--- src/rtl/sdcmd_pkg.sv ---
package sdcmd_pkg;

    localparam int CMD_BITS  = 48;
    localparam int CMD_BODY  = 40;
    localparam int CMD_W     = 38;
    localparam int SET_W     = 6;
    localparam int DLY_W     = 3;
    localparam int CRC_W     = 7;
    localparam int RSP_SHORT = 48;
    localparam int RSP_LONG  = 136;
    localparam int LONG_HDR  = 8;
    localparam int BODY_W    = RSP_LONG - LONG_HDR;
    localparam int WORD_W    = 32;
    localparam int WSEL_W    = 2;
    localparam int STAT_W    = 16;

    typedef enum logic [3:0] {
        ST_INIT     = 4'd0,
        ST_IDLE     = 4'd1,
        ST_SEND     = 4'd2,
        ST_WAIT     = 4'd3,
        ST_RECV     = 4'd4,
        ST_TURN_NR  = 4'd5,
        ST_TURN_RSP = 4'd6,
        ST_ACK      = 4'd7
    } state_e;

endpackage

--- src/rtl/sdcmd_sync.sv ---
module sdcmd_sync #(
    parameter int STAGES = 2
) (
    input  logic clk_i,
    input  logic rst_ni,
    input  logic d_i,
    output logic q_o
);
    logic [STAGES-1:0] chain_q;

    genvar g;
    generate
        for (g = 0; g < STAGES; g++) begin : g_stage
            if (g == 0) begin : g_first
                always_ff @(posedge clk_i or negedge rst_ni) begin
                    if (!rst_ni) chain_q[g] <= 1'b0;
                    else         chain_q[g] <= d_i;
                end
            end else begin : g_next
                always_ff @(posedge clk_i or negedge rst_ni) begin
                    if (!rst_ni) chain_q[g] <= 1'b0;
                    else         chain_q[g] <= chain_q[g-1];
                end
            end
        end
    endgenerate

    assign q_o = chain_q[STAGES-1];
endmodule

--- src/rtl/sdcmd_crc7_step.sv ---
module sdcmd_crc7_step #(
    parameter int             W    = 7,
    parameter logic [W-1:0]   POLY = 7'h09
) (
    input  logic [W-1:0] crc_i,
    input  logic         bit_i,
    output logic [W-1:0] crc_o
);
    logic fb;
    assign fb    = bit_i ^ crc_i[W-1];
    assign crc_o = {crc_i[W-2:0], 1'b0} ^ (fb ? POLY : '0);
endmodule

--- src/rtl/sdcmd_rsp_sel.sv ---
module sdcmd_rsp_sel #(
    parameter int BODY_W   = 128,
    parameter int WORD_W   = 32,
    parameter int SHORT_LO = 8
) (
    input  logic [BODY_W-1:0]         body_i,
    input  logic                      long_i,
    input  logic [$clog2(BODY_W/WORD_W)-1:0] sel_i,
    output logic [WORD_W-1:0]         word_o
);
    localparam int NWORDS = BODY_W / WORD_W;

    logic [WORD_W-1:0] words [NWORDS];

    genvar k;
    generate
        for (k = 0; k < NWORDS; k++) begin : g_word
            assign words[k] = body_i[k*WORD_W +: WORD_W];
        end
    endgenerate

    assign word_o = long_i ? words[sel_i] : body_i[SHORT_LO +: WORD_W];
endmodule

--- src/rtl/sdcmd_engine.sv ---
module sdcmd_engine
    import sdcmd_pkg::*;
#(
    parameter int INIT_CYCLES = 64,
    parameter int CNT_W       = 16,
    parameter int SYNC_STAGES = 2,
    parameter int NR_TURN     = 8,
    parameter int DLY_DEFAULT = 7
) (
    input  logic                clk_i,
    input  logic                rst_ni,
    input  logic                req_i,
    output logic                ack_o,
    input  logic [SET_W-1:0]    setting_i,
    input  logic [CMD_W-1:0]    cmd_i,
    input  logic [CNT_W-1:0]    timeout_i,
    input  logic [WSEL_W-1:0]   word_sel_i,
    output logic [WORD_W-1:0]   resp_o,
    output logic [STAT_W-1:0]   status_o,
    output logic                cmd_out_o,
    output logic                cmd_oe_o,
    input  logic                cmd_in_i
);
    typedef struct packed {
        state_e              st;
        logic [CNT_W-1:0]    cnt;
        logic [CMD_BODY-1:0] sh;
        logic [CRC_W-1:0]    crc;
        logic [RSP_LONG-1:0] rsp;
        logic [1:0]          rtype;
        logic                crc_en;
        logic [DLY_W-1:0]    dly;
        logic                long_rsp;
        logic                dec_done;
        logic                fsm_done;
        logic                to_flag;
        logic                crc_ok;
        logic                avail;
    } regs_t;

    regs_t q, d;

    logic                req_s;
    logic                crc_bit;
    logic [CRC_W-1:0]    crc_nxt;
    logic [DLY_W-1:0]    eff_dly;
    logic [CNT_W-1:0]    last_bit;
    logic                feed;

    sdcmd_sync #(.STAGES(SYNC_STAGES)) u_sync (
        .clk_i  (clk_i),
        .rst_ni (rst_ni),
        .d_i    (req_i),
        .q_o    (req_s)
    );

    assign crc_bit = (q.st == ST_SEND) ? q.sh[CMD_BODY-1] : cmd_in_i;

    sdcmd_crc7_step #(.W(CRC_W), .POLY(7'h09)) u_crc (
        .crc_i (q.crc),
        .bit_i (crc_bit),
        .crc_o (crc_nxt)
    );

    sdcmd_rsp_sel #(.BODY_W(BODY_W), .WORD_W(WORD_W), .SHORT_LO(LONG_HDR)) u_sel (
        .body_i (q.rsp[BODY_W-1:0]),
        .long_i (q.long_rsp),
        .sel_i  (word_sel_i),
        .word_o (resp_o)
    );

    assign eff_dly  = (q.dly == '0) ? DLY_W'(DLY_DEFAULT) : q.dly;
    assign last_bit = q.long_rsp ? CNT_W'(RSP_LONG - 1) : CNT_W'(RSP_SHORT - 1);
    assign feed     = q.long_rsp
                    ? (q.cnt >= CNT_W'(LONG_HDR) && q.cnt < CNT_W'(BODY_W))
                    : (q.cnt < CNT_W'(CMD_BODY));

    always_comb begin
        d = q;
        unique case (q.st)
            ST_INIT: begin
                if (q.cnt == CNT_W'(INIT_CYCLES)) begin
                    d.st  = ST_IDLE;
                    d.cnt = '0;
                end else begin
                    d.cnt = q.cnt + 1'b1;
                end
            end
            ST_IDLE: begin
                if (req_s) begin
                    d.st       = ST_SEND;
                    d.cnt      = '0;
                    d.sh       = {1'b0, 1'b1, cmd_i};
                    d.crc      = '0;
                    d.rtype    = setting_i[1:0];
                    d.crc_en   = setting_i[2];
                    d.dly      = setting_i[5:3];
                    d.long_rsp = (setting_i[1:0] == 2'b01);
                    d.dec_done = 1'b1;
                    d.fsm_done = 1'b0;
                    d.to_flag  = 1'b0;
                    d.crc_ok   = 1'b0;
                    d.avail    = 1'b0;
                end
            end
            ST_SEND: begin
                if (q.cnt < CNT_W'(CMD_BODY)) begin
                    d.crc = crc_nxt;
                    d.sh  = {q.sh[CMD_BODY-2:0], 1'b0};
                end else if (q.cnt < CNT_W'(CMD_BITS - 1)) begin
                    d.crc = {q.crc[CRC_W-2:0], 1'b0};
                end
                if (q.cnt == CNT_W'(CMD_BITS - 1)) begin
                    d.cnt = '0;
                    d.st  = (q.rtype == 2'b00) ? ST_TURN_NR : ST_WAIT;
                end else begin
                    d.cnt = q.cnt + 1'b1;
                end
            end
            ST_WAIT: begin
                if (!cmd_in_i) begin
                    d.st  = ST_RECV;
                    d.cnt = CNT_W'(1);
                    d.rsp = {q.rsp[RSP_LONG-2:0], 1'b0};
                    d.crc = '0;
                end else if (q.cnt == timeout_i) begin
                    d.st      = ST_TURN_RSP;
                    d.cnt     = '0;
                    d.to_flag = 1'b1;
                end else begin
                    d.cnt = q.cnt + 1'b1;
                end
            end
            ST_RECV: begin
                d.rsp = {q.rsp[RSP_LONG-2:0], cmd_in_i};
                if (feed) d.crc = crc_nxt;
                if (q.cnt == last_bit) begin
                    d.crc_ok = !q.crc_en || (q.crc == q.rsp[CRC_W-1:0]);
                    d.avail  = 1'b1;
                    d.st     = ST_TURN_RSP;
                    d.cnt    = '0;
                end else begin
                    d.cnt = q.cnt + 1'b1;
                end
            end
            ST_TURN_NR: begin
                if (q.cnt == CNT_W'(NR_TURN - 1)) begin
                    d.st       = ST_ACK;
                    d.fsm_done = 1'b1;
                    d.cnt      = '0;
                end else begin
                    d.cnt = q.cnt + 1'b1;
                end
            end
            ST_TURN_RSP: begin
                if (q.cnt == CNT_W'(eff_dly)) begin
                    d.st       = ST_ACK;
                    d.fsm_done = 1'b1;
                    d.cnt      = '0;
                end else begin
                    d.cnt = q.cnt + 1'b1;
                end
            end
            ST_ACK: begin
                if (!req_s) begin
                    d.st       = ST_IDLE;
                    d.dec_done = 1'b0;
                    d.fsm_done = 1'b0;
                end
            end
            default: d.st = ST_IDLE;
        endcase
    end

    always_ff @(posedge clk_i or negedge rst_ni) begin
        if (!rst_ni) begin
            q       <= '0;
            q.st    <= ST_INIT;
        end else begin
            q <= d;
        end
    end

    assign ack_o    = q.dec_done & q.fsm_done;
    assign cmd_oe_o = (q.st == ST_SEND) ||
                      (q.st == ST_INIT && q.cnt == CNT_W'(INIT_CYCLES));

    always_comb begin
        cmd_out_o = 1'b1;
        if (q.st == ST_SEND) begin
            if (q.cnt < CNT_W'(CMD_BODY))           cmd_out_o = q.sh[CMD_BODY-1];
            else if (q.cnt < CNT_W'(CMD_BITS - 1))  cmd_out_o = q.crc[CRC_W-1];
        end
    end

    assign status_o = {{(STAT_W-7){1'b0}}, q.avail, q.crc_ok, q.to_flag, q.st};
endmodule

--- config.mk ---
export PLATFORM = sky130hd
export DESIGN_NAME = sdcmd_engine
export DESIGN_NICKNAME = d
export VERILOG_FILES = /design/src/rtl/sdcmd_pkg.sv /design/src/rtl/sdcmd_sync.sv /design/src/rtl/sdcmd_crc7_step.sv /design/src/rtl/sdcmd_rsp_sel.sv /design/src/rtl/sdcmd_engine.sv
export SDC_FILE = /design/constraint.sdc
export NUM_CORES = 1
export LEC_CHECK = 0
export BUFFER_PORTS_ARGS = -buffer_cell sky130_fd_sc_hd__buf_4
export CAP_MARGIN = 40
export CORE_MARGIN = 4
export CORE_UTILIZATION = 30
export DETAILED_ROUTE_END_ITERATION = 16
export SKIP_CTS_REPAIR_TIMING = 1
export SLEW_MARGIN = 20
export SYNTH_ARGS = -nofsm -noshare
export SYNTH_HDL_FRONTEND = slang
export SYNTH_SLANG_ARGS = --single-unit
--- constraint.sdc ---
create_clock -name clk_i -period 3.3 [get_ports clk_i]
set_clock_uncertainty 0.2 [all_clocks]
set_input_delay 0.165 -clock clk_i [delete_from_list [all_inputs] [get_ports clk_i]]
set_output_delay 0.165 -clock clk_i [all_outputs]
set_load 0.005 [all_outputs]
# After elaboration in Yosys (flattened, before gate mapping)
# Cells that the tools add are included.
[op_classes]
n_shift = 0
div = 0
bitwise_logic = 4
n_lt_le_gt_ge = 5
mux = 49
multipliers = 0
n_reduce_logical = 26
n_eq_ne = 29
n_addsub = 1
[ops]
columns = ["cell", "count"]
rows = [
  ["135-bit case mux with 2 select lines", 1],
  ["143-bit 2-to-1 mux", 1],
  ["16-bit case mux with 7 select lines", 1],
  ["16-bit 2-to-1 mux", 6],
  ["32-bit 2-to-1 mux", 3],
  ["40-bit case mux with 2 select lines", 1],
  ["67-bit 2-to-1 mux", 1],
  ["32-bit binary-select mux with 2-bit select", 1],
  ["40-bit 2-to-1 mux", 1],
  ["16-bit by 6-bit less-than comparator with 1-bit output, second input constant", 2],
  ["4-bit 2-to-1 mux", 8],
  ["4-bit case mux with 8 select lines", 1],
  ["7-bit case mux with 4 select lines", 1],
  ["7-bit 2-to-1 mux", 3],
  ["20-bit 2-to-1 mux", 1],
  ["2-bit inequality test, second input constant", 9],
  ["16-bit by 1-bit adder with 16-bit output, second input constant", 1],
  ["16-bit equality test", 1],
  ["16-bit by 3-bit equality test with 1-bit output", 1],
  ["16-bit by 3-bit equality test with 1-bit output, second input constant", 1],
  ["16-bit by 6-bit equality test with 1-bit output, second input constant", 1],
  ["16-bit by 7-bit equality test with 1-bit output, second input constant", 1],
  ["16-bit by 8-bit equality test with 1-bit output", 1],
  ["4-bit by 3-bit equality test with 1-bit output, second input constant", 4],
  ["36 further kinds", 62],
]
[word_totals]
mem_count = 0
in_bits = 66
ram_bits = 0
latch_bits = 0
regBits = 216
romBits = 0
wordCells = 130
out_inout_bits = 51

# Longest topological paths before layout
# Gate-level depths: netlist of run 1.
[logic_depth]
depth_word = 7
mapped_depth = 11
ltp_nobuf = 9

# Cells and area by module
# A second synthesis of run 1 with hierarchy kept.
[hier_totals]
cells_unflattened = 935
hier_area_um2 = 10886.7
[modules_own_cells]
columns = ["mod", "n_inst", "area_per_inst_um2", "seq_area_each_um2", "cells_each"]
rows = [
  ["sdcmd_engine", 1, 9285.2, 5154.9, 779],
  ["sdcmd_rsp_sel", 1, 1473.9, 0.0, 146],
  ["sdcmd_crc7_step", 1, 77.6, 0.0, 8],
  ["sdcmd_sync", 1, 50.0, 50.0, 2],
]

# Least setup slack after synthesis of run 1
# No wires, ideal clock.
[synth_path]
path_type = "reg2reg"
startpoint = "register q[207] (netlist bit)"
endpoint = "register q[198] (netlist bit)"
setup_time_ns = 0.118
period_less_slack_ns = 2.735
t_arrival_ns = 2.417
required_time_ns = 2.982
n_path_buf = 3
path_stages_with_launch = 10
slack_ns = 0.565
path_cell_list = "dfrtp_1 buf_2 or4_4 o31a_1 or3_4 o31ai_4 buf_6 buf_6 nor4_1 a21o_1"
[synth_via]
elab_chain_len = 4
elab_cells_between_ends = 14
classes_between = "eq/ne: 6; mux: 8"
[synth_lines]
columns = ["item", "line", "rtl"]
rows = [
  ["from (decl)", "sdcmd_engine.sv:41", "regs_t q, d;"],
  ["16-bit equality test", "sdcmd_engine.sv:126", "end else if (q.cnt == timeout_i) begin"],
  ["16-bit 2-to-1 mux", "sdcmd_engine.sv:126", ""],
  ["20-bit 2-to-1 mux", "sdcmd_engine.sv:121", "if (!cmd_in_i) begin"],
  ["16-bit case mux with 7 select lines (*)", "sdcmd_engine.sv:80", "unique case (q.st)"],
]
# Every way passes the cells marked *; elsewhere a longest branch is shown, timed or not.
# A chain may end at the register's enable or synchronous reset.

# Worst setup path after layout of run 1
[layout_path]
startpoint = "register q, in the netlist status_o[0]"
endpoint = "output port cmd_out_o"
[layout_via]
elab_chain_len = 2
[layout_lines]
columns = ["item", "line", "rtl"]
rows = [
  ["4-bit by 2-bit equality test with 1-bit output", "sdcmd_engine.sv:190", "if (q.st == ST_SEND) begin"],
  ["1-bit 2-to-1 mux", "sdcmd_engine.sv:190", ""],
  ["to (decl)", "sdcmd_engine.sv:20", "output logic cmd_out_o,"],
]
# No other way between the ends.

==> flow_metrics.tcl, run 1 <==
set metrics [dict create \
    dp_hpwl_mm 16.8 \
    synthAdderAreaFrac 0.00239 \
    critPathArrivalTime_ns 2.70 \
    cts_tree "built" \
    p_leak_nw 5.91 \
    avgSynthCellArea_um2 12.1 \
    route.detailed.drc 0 \
    drive_gt1_frac 0.342 \
    final_core_util 0.380 \
    fin_crit_ns 3.07 \
    start_util 0.304 \
    rows 68 \
    synth_xor_area_frac 0.0217 \
    yosysWarningCount 0 \
    synth_seq_area_share 0.496 \
    grt.overflow.total 0 \
    vdd_ir_drop_max_mv 0.326 \
    cp_max_fo 40 \
    grt_usage 0.126 \
    synth_area_um2 10500 \
    final-max-slew-violation-count 0 \
    synth_top_flop_cell "dfrtp_1" \
    core_um2 34500 \
    synth-edff-count 0 \
    clk_pin_slew_ns 0.06 \
    diodes 0 \
    numPortBuffers 106 \
    grt_pass1_wl_mm 39.8 \
    clock_latency_ns 0.52 \
    grt_pass1_vias 7173 \
    viasPerCell 4.81 \
    grt_start_max_net_pins 84 \
    synth_cell_types 61 \
    nets 1072 \
    cts.path.max_buffers 3 \
    ant_nets 0 \
    ioPinCount 117 \
    finalSetupTns_ns 0 \
    synth_mux_area_frac 0.285 \
    rsz0062_at_grt "no" \
    cts_max_level 1 \
    p_per_area_nw_per_um2 448 \
    finalSetupViolCount 0 \
    fmax_ghz 0.326 \
    synth_compound_gate_area_share 0.0713 \
    fillers 3371 \
    area_growth_pct 25.0 \
    ff2ff_path_depth 8 \
    start_kind "flip-flop" \
    final.period_utilization 0.930 \
    critPathCaptureType "output port" \
    cts-root-buf "clkbuf_16" \
    tightestPinTransition_ns 0.742 \
    required_ns 2.93 \
    routed_wl_mm 25.2 \
    ys_ff_latch 208 \
    die_h_um 195 \
    die_area_um2 38000 \
    drtIter0Drc 310 \
    critPathKind "flip-flop to output port" \
    drv_cap 0 \
    grt_antenna_before_repair 0 \
    first_pass_iters 4 \
    cts_buffers 24 \
    run_status "complete, no violations" \
    place.gp.congestion 0.879 \
    synthArstFlopShare 1.00 \
    synth-simple-area-share 0.0841 \
    hold_viol_final 0 \
    via_count 7105 \
    slew_headroom 0.505 \
    multi_input_area_um2 4930 \
    min_path_type "primary input to asynchronous set/reset pin" \
    avgRoutedWirePerCell_um 17.0 \
    die_width_um 195 \
    clock-sinks 208 \
    seqCellArea_um2 5200 \
    synth_top_family_by_area "multiplexers" \
    synthCells 869 \
]
critical path: stages, from the launching register on:
cell	delay [ns]
dfrtp_1	0.55
nor2_1	0.42
and2_2	0.27
buf_4	0.56
o21ai_0	0.18
buf_4	0.19
power breakdown:
group / switching, mW / internal [mW] / leakage, nW
clock: 1.09 / 1.80 / 0.428
combinational: 0.154 / 0.209 / 2.99
sequential: 0.0398 / 2.58 / 2.49
total: 1.28 / 4.59 / 5.91
final cells by class:
cell class                 count  area share
clock buffer                  36      0.0570
clock inverter                 8     0.00954
inverter                      13     0.00372
multi-input combinational    582       0.376
sequential                   208       0.397
tap                          455      0.0434
timing repair buffer         175       0.113
registers in the layout (all words and copies together), names as in the netlist:
name / cells
q: 200
u_sync.q_o: 1
u_sync.chain_q: 1
status_o: 6
layout by cell type (no fill, tap or decap), drive strengths merged, types with 4 or more instances in the layout:
master | synthesis | routed
mux2 | 163 | 163
clkinv | 1 | 5
nand4 | 6 | 6
dlygate4sd3 | 0 | 47
inv | 12 | 12
clkbuf | 45 | 37
nor3 | 11 | 11
and3 | 4 | 4
nor2 | 27 | 27
dfrtp | 208 | 208
nand2 | 90 | 90
nor4 | 9 | 9
nor2b | 6 | 6
nand3b | 5 | 5
o21ai | 59 | 59
mux4 | 32 | 32
a21o | 10 | 10
mux2i | 43 | 43
nand3 | 8 | 8
buf | 30 | 127
or3 | 5 | 5
xor2 | 22 | 22
a22o | 4 | 4
xnor2 | 4 | 4
and2 | 4 | 4
conb | 1 | 10
a21oi | 17 | 17
metrics by stage:
| step | cell area, µm² | cells | setup WS (ns) | hold slack (ns) | total power [mW] |
|---|---|---|---|---|---|
| finish | 13100 | 1477 | 0.230 | 0.0366 | 5.87 |
| global route | 13100 | 1477 | 0.0155 | 0.0751 | 6.11 |
| CTS | 12600 | 1430 | 0.157 | -0.495 | 5.94 |
| detailed placement | 11800 | 1386 | 0.372 | 0.0640 | 3.00 |
| global placement | 11800 | 1386 | 0.422 | 0.0613 | 2.99 |
| floorplan | 10500 | 878 | 0.565 | -0.331 | 2.80 |
cell usage after synthesis, types with 3 or more instances:
| cell type | number | share of area |
|---|---|---|
| dfrtp_1 | 208 | 0.50 |
| mux2_2 | 139 | 0.15 |
| nand2_1 | 90 | 0.032 |
| clkbuf_1 | 45 | 0.016 |
| o21ai_1 | 44 | 0.021 |
| mux2i_1 | 43 | 0.041 |
| mux4_2 | 32 | 0.069 |
| nor2_1 | 27 | 0.0097 |
| mux2_1 | 24 | 0.026 |
| xor2_1 | 22 | 0.018 |
| a21oi_1 | 17 | 0.0081 |
| buf_4 | 16 | 0.011 |
| o21ai_0 | 15 | 0.0072 |
| inv_1 | 12 | 0.0043 |
| nor3_1 | 11 | 0.0052 |
| a21o_1 | 10 | 0.0072 |
| nor4_1 | 9 | 0.0054 |
| nand3_1 | 8 | 0.0038 |
| buf_1 | 6 | 0.0021 |
| buf_2 | 6 | 0.0029 |
| nand4_1 | 6 | 0.0036 |
| nor2b_1 | 6 | 0.0036 |
| nand3b_1 | 5 | 0.0036 |
| a22o_1 | 4 | 0.0033 |
| and2_1 | 4 | 0.0024 |
| and3_1 | 4 | 0.0024 |
| or3_1 | 4 | 0.0024 |
| xnor2_1 | 4 | 0.0033 |
| a211oi_1 | 3 | 0.0021 |
| a31oi_1 | 3 | 0.0018 |
path summary, 6_finish.rpt:
check | slack [ns] | end | startpoint
worst max-delay path | 0.23 | cmd_out_o | status_o[0]$_DFFE_PN0P_
min in group clk_i | 0.05 | status_o[4]$_DFFE_PN0P_ | timeout_i[6]
max in group asynchronous | 2.18 | status_o[1]$_DFFE_PN0P_ | rst_ni
worst min-delay path | 0.04 | q[89]$_DFFE_PN0P_ | rst_ni
worst min register to register | 0.15 | u_sync.q_o$_DFF_PN0_ | u_sync.chain_q[0]$_DFF_PN0_
worst max register to register | 0.33 | q[209]$_DFFE_PN0P_ | q[195]$_DFFE_PN0P_
cells by family after synthesis:
logic type / Yosys count
other cells: 1
flops: 208
compound gates: 120
mux: 238
xor+xnor: 26
fa+ha+maj: 2
simple gates: 186
buf+inv: 88
per-layer routing:
layer | up-vias | GRT usage | wire [µm]
li1 | 3373 | - | -
met1 | 3557 | 0.181 | 11700
met2 | 140 | 0.196 | 11700
met3 | 35 | 0.0264 | 1210
met4 | 0 | 0.0313 | 549
met5 | - | 0 | 0
(Power assumes the default switching activity.)
==> run 2: changes to the inputs <==
- ABC_AREA: not set -> 1
- SLEW_MARGIN: 20 -> 25
==> run 2 against run 1 <==
Compared with the run above: combinational power fell by 5%; first-iteration DRC count up 130%; clock-buffer cell count is 2 lower.
==> flow_metrics.tcl, run 2 <==
set metrics [dict create \
    run_status "complete, no violations" \
    rsz0062_at_grt "no" \
    synthCells 1408 \
    via_count 9448 \
    final-max-slew-violation-count 0 \
    cts-root-buf "clkbuf_16" \
    nets 1587 \
    synth.top_cell.area_share 0.479 \
    cp_cell_sequence "ha_1 > nand2_2 > inv_1 > nand2_1 > nor2_1 > nor2_1 > nand2_1 > nor3_1 > a21oi_1 > buf_4" \
    die_area_um2 39300 \
    slowest_stage "dfrtp_1" \
    required_ns 2.93 \
    grt_pass1_wl_mm 46.2 \
    dp_hpwl_mm 19.8 \
    avgSynthCellArea_um2 7.71 \
    grt_antenna_before_repair 0 \
    final.period_utilization 0.816 \
    vdd_ir_drop_max_mv 0.348 \
    synth_top_flop_cell "dfrtp_1" \
    synth_cell_types 41 \
    slowest_delay_ns 0.47 \
    finalSetupViolCount 0 \
    core_um2 35700 \
    cts_buffers 26 \
    gr-usage-met2 0.212 \
    synth_most_common_cell "nand2_1" \
    layout_setup_ws_ns 0.606 \
    critPathKind "flip-flop to output port" \
    numPortBuffers 106 \
    largest_register_ffs 200 \
    routed_wl_mm 28.6 \
    grt.overflow.total 0 \
    busiest_layer "met2" \
    pre_cts_ws_ns 0.972 \
    clk_pin_slew_ns 0.06 \
    p_leak_nw 5.99 \
    hold_viol_final 0 \
    yosysWarningCount 0 \
    ant_nets 0 \
    start_kind "flip-flop" \
    power.total_mw 5.67 \
    cts_max_level 1 \
    top_register "q" \
    critPathArrivalTime_ns 2.33 \
    path_delay_family "simple AND/OR/NAND/NOR gates" \
    clock_latency_ns 0.53 \
    grt_start_max_net_pins 127 \
    grt_pass1_vias 8860 \
    min_path_type "primary input to asynchronous set/reset pin" \
    met3_usage 0.0347 \
    netlist_top_cells_count "287 x nand2_1, 208 x dfrtp_1, 207 x o21ai_0, 200 x inv_1, 111 x nor2_1" \
    finalSetupTns_ns 0 \
    synth-edff-count 0 \
    viasPerCell 4.73 \
    synthArstFlopShare 1.00 \
    slew_headroom 0.533 \
    r2r_setup_slack_ns 0.85 \
    synth_area_um2 10900 \
    ys_ff_latch 208 \
    synth_seq_area_share 0.479 \
    drv_cap 0 \
    final_core_util 0.372 \
    fin_crit_ns 2.69 \
    die_h_um 198 \
    tightestPinTransition_ns 0.700 \
    p_per_area_nw_per_um2 428 \
    place.gp.congestion 0.869 \
    critPathCaptureType "output port" \
    rows 69 \
    avgRoutedWirePerCell_um 14.3 \
    mostFrequentLayoutCells "286 x nand2_1, 207 x o21ai_0, 207 x dfrtp_1, 200 x inv_1, 115 x buf_4" \
    cp_max_fo 7 \
    drtIter0Drc 725 \
    cts_tree "built" \
    cts.path.max_buffers 3 \
    clock-sinks 208 \
    start_util 0.305 \
    diodes 0 \
    yosysTopAreaCell "dfrtp_1" \
    critPathBufInv 2 \
    grtUsageMet1 0.207 \
    yosys-top-cells-area "dfrtp_1 48%, nand2_1 9.9%, o21ai_0 9.5%" \
    first_pass_iters 5 \
    die_width_um 198 \
    route.detailed.drc 0 \
    grt_usage 0.142 \
    ioPinCount 117 \
    area_growth_pct 22.0 \
    drive_gt1_frac 0.132 \
    final_common_cell "nand2_1" \
    fmax_ghz 0.371 \
]
## run 2: logic make-up after synthesis
logic type / after synthesis / share of synthesized area
compound gates: 413 / 0.208
xor+xnor: 17 / 0.0137
fa+ha+maj: 2 / 0.00230
buf+inv: 304 / 0.119
flops: 208 / 0.479
other cells: 1 / 0.000345
simple gates: 463 / 0.177
## run 2: area by class of cell
class                           count  area [µm²]
Fill cell                        3730       22400
Sequential cell                   208        5210
Tap cell                          461         577
Inverter                          210         788
Timing Repair Buffer              168        1440
Clock buffer                       34         731
Multi-Input combinational cell    905        4400
Clock inverter                     12         110
## run 2: per-stage QoR
stage / hold slack, ns / instance area, µm² / instances
6_report: 0.0157 / 13200 / 1998
5_1_grt: 0.0685 / 13200 / 1998
4_1_cts: -0.526 / 12700 / 1949
3_5_place_dp: 0.0445 / 11900 / 1903
3_3_place_gp: 0.0407 / 11900 / 1903
2_1_floorplan: -0.331 / 10900 / 1417
## run 2: where the power goes
part	leakage [nW]	switching [mW]	total [mW]	internal [mW]
combinational	3.12	0.181	0.344	0.162
clock	0.417	1.13	2.77	1.64
sequential	2.45	0.00158	2.55	2.55
## run 2: layer usage
metal | share of wire | routed length (µm) | vias to the layer above
met5 | 0 | 0 | -
met4 | 0.022 | 628 | 0
met3 | 0.075 | 2150 | 38
met2 | 0.43 | 12300 | 290
met1 | 0.47 | 13500 | 4382
li1 | - | - | 4738
## run 2: final timing paths
kind                            cells after the start                           to                        start
worst min-delay path                                2           q[123]$_DFFE_PN0P_                       rst_ni
min in group clk_i                                  2  u_sync.chain_q[0]$_DFF_PN0_                        req_i
max in group asynchronous                           3             q[5]$_DFFE_PN0P_                       rst_ni
worst min register to register                      0         u_sync.q_o$_DFF_PN0_  u_sync.chain_q[0]$_DFF_PN0_
worst max register to register                      7           q[175]$_DFFE_PN0P_      status_o[2]$_DFFE_PN0P_
worst max-delay path                               10                    cmd_out_o           q[195]$_DFFE_PN0P_
